File: src/rtl/pdom_pkg.sv
package pdom_pkg;

  typedef enum logic {
    MODE_RUN   = 1'b0,
    MODE_QUIET = 1'b1
  } pdom_mode_e;

  // watchdog channel indices
  localparam int CH_TX  = 0;
  localparam int CH_BUS = 1;
  localparam int N_CH   = 2;

  // next value of a saturating consecutive-sample counter
  function automatic int unsigned wd_next(input int unsigned cnt,
                                          input logic active,
                                          input logic restart,
                                          input int unsigned limit);
    if (!active || restart) return 0;
    if (cnt >= limit) return limit;
    return cnt + 1;
  endfunction

  // a fault is raised when the counter already sits at the limit
  // and the line is still active without a restart
  function automatic logic wd_expire(input int unsigned cnt,
                                     input logic active,
                                     input logic restart,
                                     input int unsigned limit);
    return active && !restart && (cnt == limit);
  endfunction

endpackage

File: src/rtl/pdom_mode_trk.sv
module pdom_mode_trk
  import pdom_pkg::*;
(
  input  logic       clk,
  input  logic       rst_n,
  input  logic       mode_stby_i,
  output pdom_mode_e mode_o,
  output logic       changed_o
);

  pdom_mode_e mode_q;
  pdom_mode_e mode_now;

  assign mode_now = mode_stby_i ? MODE_QUIET : MODE_RUN;

  always_ff @(posedge clk or negedge rst_n) begin
    if (!rst_n) mode_q <= MODE_RUN;
    else        mode_q <= mode_now;
  end

  assign mode_o    = mode_now;
  assign changed_o = (mode_now != mode_q);

endmodule

File: src/rtl/pdom_wdog.sv
module pdom_wdog
  import pdom_pkg::*;
#(
  parameter int unsigned LIMIT = 16
) (
  input  logic clk,
  input  logic rst_n,
  input  logic active_i,
  input  logic restart_i,
  input  logic release_i,
  output logic expire_o,
  output logic fault_o
);

  localparam int CW = $clog2(LIMIT + 1);

  logic [CW-1:0] cnt_q, cnt_d;
  logic          fault_q, fault_d;
  logic          expire;

  always_comb begin
    cnt_d  = CW'(wd_next(int'(cnt_q), active_i, restart_i, LIMIT));
    expire = wd_expire(int'(cnt_q), active_i, restart_i, LIMIT);
    if (expire)         fault_d = 1'b1;
    else if (release_i) fault_d = 1'b0;
    else                fault_d = fault_q;
  end

  always_ff @(posedge clk or negedge rst_n) begin
    if (!rst_n) begin
      cnt_q   <= '0;
      fault_q <= 1'b0;
    end else begin
      cnt_q   <= cnt_d;
      fault_q <= fault_d;
    end
  end

  assign expire_o = expire;
  assign fault_o  = fault_q;

endmodule

File: src/rtl/pdom_guard.sv
module pdom_guard
  import pdom_pkg::*;
#(
  parameter int unsigned TIMEOUT_CYC = 16
) (
  input  logic clk,
  input  logic rst_n,
  input  logic mode_stby_i,
  input  logic txd_i,
  input  logic bus_dom_i,
  output logic drv_en_o,
  output logic rxd_o,
  output logic rxd_force_o,
  output logic tx_fault_o,
  output logic bus_fault_o,
  output logic wake_inhibit_o
);

  pdom_mode_e mode;
  logic       mode_chg;

  logic [N_CH-1:0] ch_active;
  logic [N_CH-1:0] ch_release;
  logic [N_CH-1:0] ch_expire;
  logic [N_CH-1:0] ch_fault;

  pdom_mode_trk u_mode (
    .clk        (clk),
    .rst_n      (rst_n),
    .mode_stby_i(mode_stby_i),
    .mode_o     (mode),
    .changed_o  (mode_chg)
  );

  // channel qualification: transmit line low in run mode,
  // bus dominant in quiet mode
  assign ch_active[CH_TX]   = (mode == MODE_RUN)   && !txd_i;
  assign ch_active[CH_BUS]  = (mode == MODE_QUIET) && bus_dom_i;
  assign ch_release[CH_TX]  = txd_i;
  assign ch_release[CH_BUS] = !bus_dom_i;

  for (genvar g = 0; g < N_CH; g++) begin : g_wd
    pdom_wdog #(.LIMIT(TIMEOUT_CYC)) u_wd (
      .clk      (clk),
      .rst_n    (rst_n),
      .active_i (ch_active[g]),
      .restart_i(mode_chg),
      .release_i(ch_release[g]),
      .expire_o (ch_expire[g]),
      .fault_o  (ch_fault[g])
    );
  end

  assign tx_fault_o     = ch_fault[CH_TX];
  assign bus_fault_o    = ch_fault[CH_BUS];
  assign wake_inhibit_o = ch_fault[CH_BUS];
  assign drv_en_o       = (mode == MODE_RUN) && !ch_fault[CH_TX];
  assign rxd_force_o    = (mode == MODE_QUIET) && ch_fault[CH_BUS];
  assign rxd_o          = rxd_force_o ? 1'b1 : !bus_dom_i;

endmodule


File: config.mk
export PLATFORM = sky130hd
export DESIGN_NAME = pdom_guard
export DESIGN_NICKNAME = d
export VERILOG_FILES = /design/src/rtl/pdom_pkg.sv /design/src/rtl/pdom_mode_trk.sv /design/src/rtl/pdom_wdog.sv /design/src/rtl/pdom_guard.sv
export SDC_FILE = /design/constraint.sdc
export NUM_CORES = 1
export LEC_CHECK = 0
export BUFFER_PORTS_ARGS = -buffer_cell sky130_fd_sc_hd__buf_2
export CAP_MARGIN = 10
export CORE_ASPECT_RATIO = 1.5
export CORE_MARGIN = 3
export CORE_UTILIZATION = 30
export DETAILED_ROUTE_END_ITERATION = 6
export MAX_ROUTING_LAYER = met4
export PLACE_DENSITY_LB_ADDON = 0.08
export SLEW_MARGIN = 40
export SYNTH_ARGS = -nofsm -noshare
export SYNTH_HDL_FRONTEND = slang
export SYNTH_HIERARCHICAL = 1
export SYNTH_SLANG_ARGS = --single-unit
File: constraint.sdc
create_clock -name clk -period 2.4 [get_ports clk]
set_clock_uncertainty 0.2 [all_clocks]
set_input_delay 0.48 -clock clk [delete_from_list [all_inputs] [get_ports clk]]
set_output_delay 0.48 -clock clk [all_outputs]
set_load 0.02 [all_outputs]
==> flow_summary.json <==
{
  "status": "finished clean",
  "cts.htree.levels": 1,
  "max_cap_violations": 0,
  "cts_buffer_depth": 2,
  "drc": 0,
  "grt_pass1_vias": 484,
  "ir_drop_mv": 0.309,
  "netlist_instances": 58,
  "cts_setup_buffers": 0,
  "drv_slew": 0,
  "synth_area_sq_um": 657,
  "ant_nets": 0,
  "num-nets-final": 81,
  "wl_per_cell_um": 12.3,
  "cts_tree": "built",
  "timing.slew.headroom_pct": 72.7,
  "diodes": 0,
  "final_layout_size_suffix_gt1_share_pct": 23.9,
  "cts_root_buffer": "clkbuf_4",
  "gr-total-overflow": 0,
  "insertion_delay_ns": 0.27,
  "antenna_found_initial": 0,
  "path_class": "reg2out",
  "fmax_mhz": 591,
  "place.port_buffers": 10,
  "grt_max_degree": 14,
  "initial_core_util_pct": 32.0,
  "die_w_um": 44.2,
  "cts.sinks": 13,
  "core_sq_mm": 0.00205,
  "syn-num-nets": 67,
  "critPathArrivalTime_ns": 1.01,
  "drtIter0Drc": 6,
  "layout.cells.non_filler": 93,
  "die_h_um": 63.3,
  "synth_warnings": 6,
  "fin_tns_setup_ns": 0,
  "end_kind": "primary output",
  "layout_min_cycle_time_ns": 1.69,
  "synthToLayoutAreaGrowth_pct": 15.0,
  "finalHoldViolCount": 0,
  "critical_path_required_ns": 1.72,
  "num_io_pins": 11,
  "gp_congestion": 0.654,
  "most-common-layout-cells": "13 x dfrtp_1, 10 x buf_2, 5 x inv_1",
  "cts_buffers": 3,
  "hold_class": "in2reg",
  "layout_commonest_cell": "dfrtp_1",
  "dieArea_sq_mm": 0.00280,
  "path_clk_slew_ns": 0.08,
  "syn_avg_cell_area_sq_um": 11.3,
  "route.vias.total": 445,
  "rsz0062_at_grt": "no",
  "place_inst": 88,
  "worst_pin_slew_ns": 0.409,
  "power.density_cell_area_mw_per_mm2": 516,
  "track_usage_pct": 10.2,
  "avgViaCountPerCell": 4.78,
  "crit_path_max_fanout": 5,
  "drtPass1Iterations": 2,
  "nFillCells": 221,
  "fp-row-count": 20,
  "leakagePower_nw": 0.361,
  "fin_crit_sh_pct": 70.5,
  "grt_pass1_wl_mm": 2.06,
  "start_kind": "flip-flop",
  "wirelength_mm": 1.15,
  "finalSetupViolations": 0
}
==> stage by stage <==
step	setup WS, ns	hold WS [ns]	cell area (sq um)	total power [W]	utilization, %
after floorplan	0.818	-0.0156	657	0.000252	-
after global placement	0.688	0.185	719	0.000264	35.1
after detailed placement	0.666	0.190	719	0.000264	35.1
after CTS	0.683	0.180	756	0.000402	36.8
after global routing	0.659	0.185	756	0.000413	36.8
final	0.708	0.196	756	0.000390	36.8
==> registers in the layout, summed over array words and instances (netlist names) <==
signal,cells
u_mode/mode_q,1
g_wd.u_wd/fault_o,2
g_wd.u_wd/cnt_q,10
==> timing repair <==
item / 4_1_cts / 5_1_grt
hold buffers: 1 / 0
hold endpoints to repair: 13 / 0
resized for setup: 0 / 0
setup endpoints to repair: 0 / 0
==> critical path: stages, from the launching register on <==
cell and delay [ns]:
dfrtp_1 0.42, a21bo_1 0.17, buf_2 0.15
==> power by group <==
part           internal (W)  leakage [nW]  switching (W)   total, W
combinational     0.0000160         0.167      0.0000195  0.0000355
sequential         0.000222         0.178     0.00000284   0.000225
clock             0.0000643        0.0150      0.0000655   0.000130
==> cell type report <==
| cell class | count | area (sq um) | area share (%) |
|---|---|---|---|
| inverter | 5 | 18.8 | 2.48 |
| clock buffer | 4 | 26.3 | 3.48 |
| timing repair buffer | 11 | 60.1 | 7.95 |
| multi-input combinational | 38 | 298 | 39.4 |
| tap | 22 | 27.5 | 3.64 |
| sequential | 13 | 325 | 43.0 |
==> metal layers <==
layer,part of all wire (%),wire length [um],vias up,GRT usage (%)
li1,-,-,225,-
met1,44,504,215,11.2
met2,52,593,3,15.7
met3,2.8,32,2,1.71
met4,1.5,17,0,7.92
met5,0,0,-,-
==> final timing paths <==
path / startpoint / cells past startpoint / slack [ns] / end
min: mode_stby_i / 1 / 0.20 / u_mode/mode_q
min in group asynchronous: rst_n / 2 / 0.42 / g_wd[1].u_wd/fault_o
min reg2reg: g_wd[0].u_wd/cnt_q[0] / 1 / 0.30 / g_wd[0].u_wd/cnt_q[0]
max in group asynchronous: rst_n / 2 / 1.34 / g_wd[1].u_wd/cnt_q[1]
max: g_wd[1].u_wd/fault_o / 2 / 0.71 / rxd_o
max reg2reg: u_mode/mode_q / 3 / 0.95 / g_wd[1].u_wd/cnt_q[3]
(Power assumes the default switching activity.)
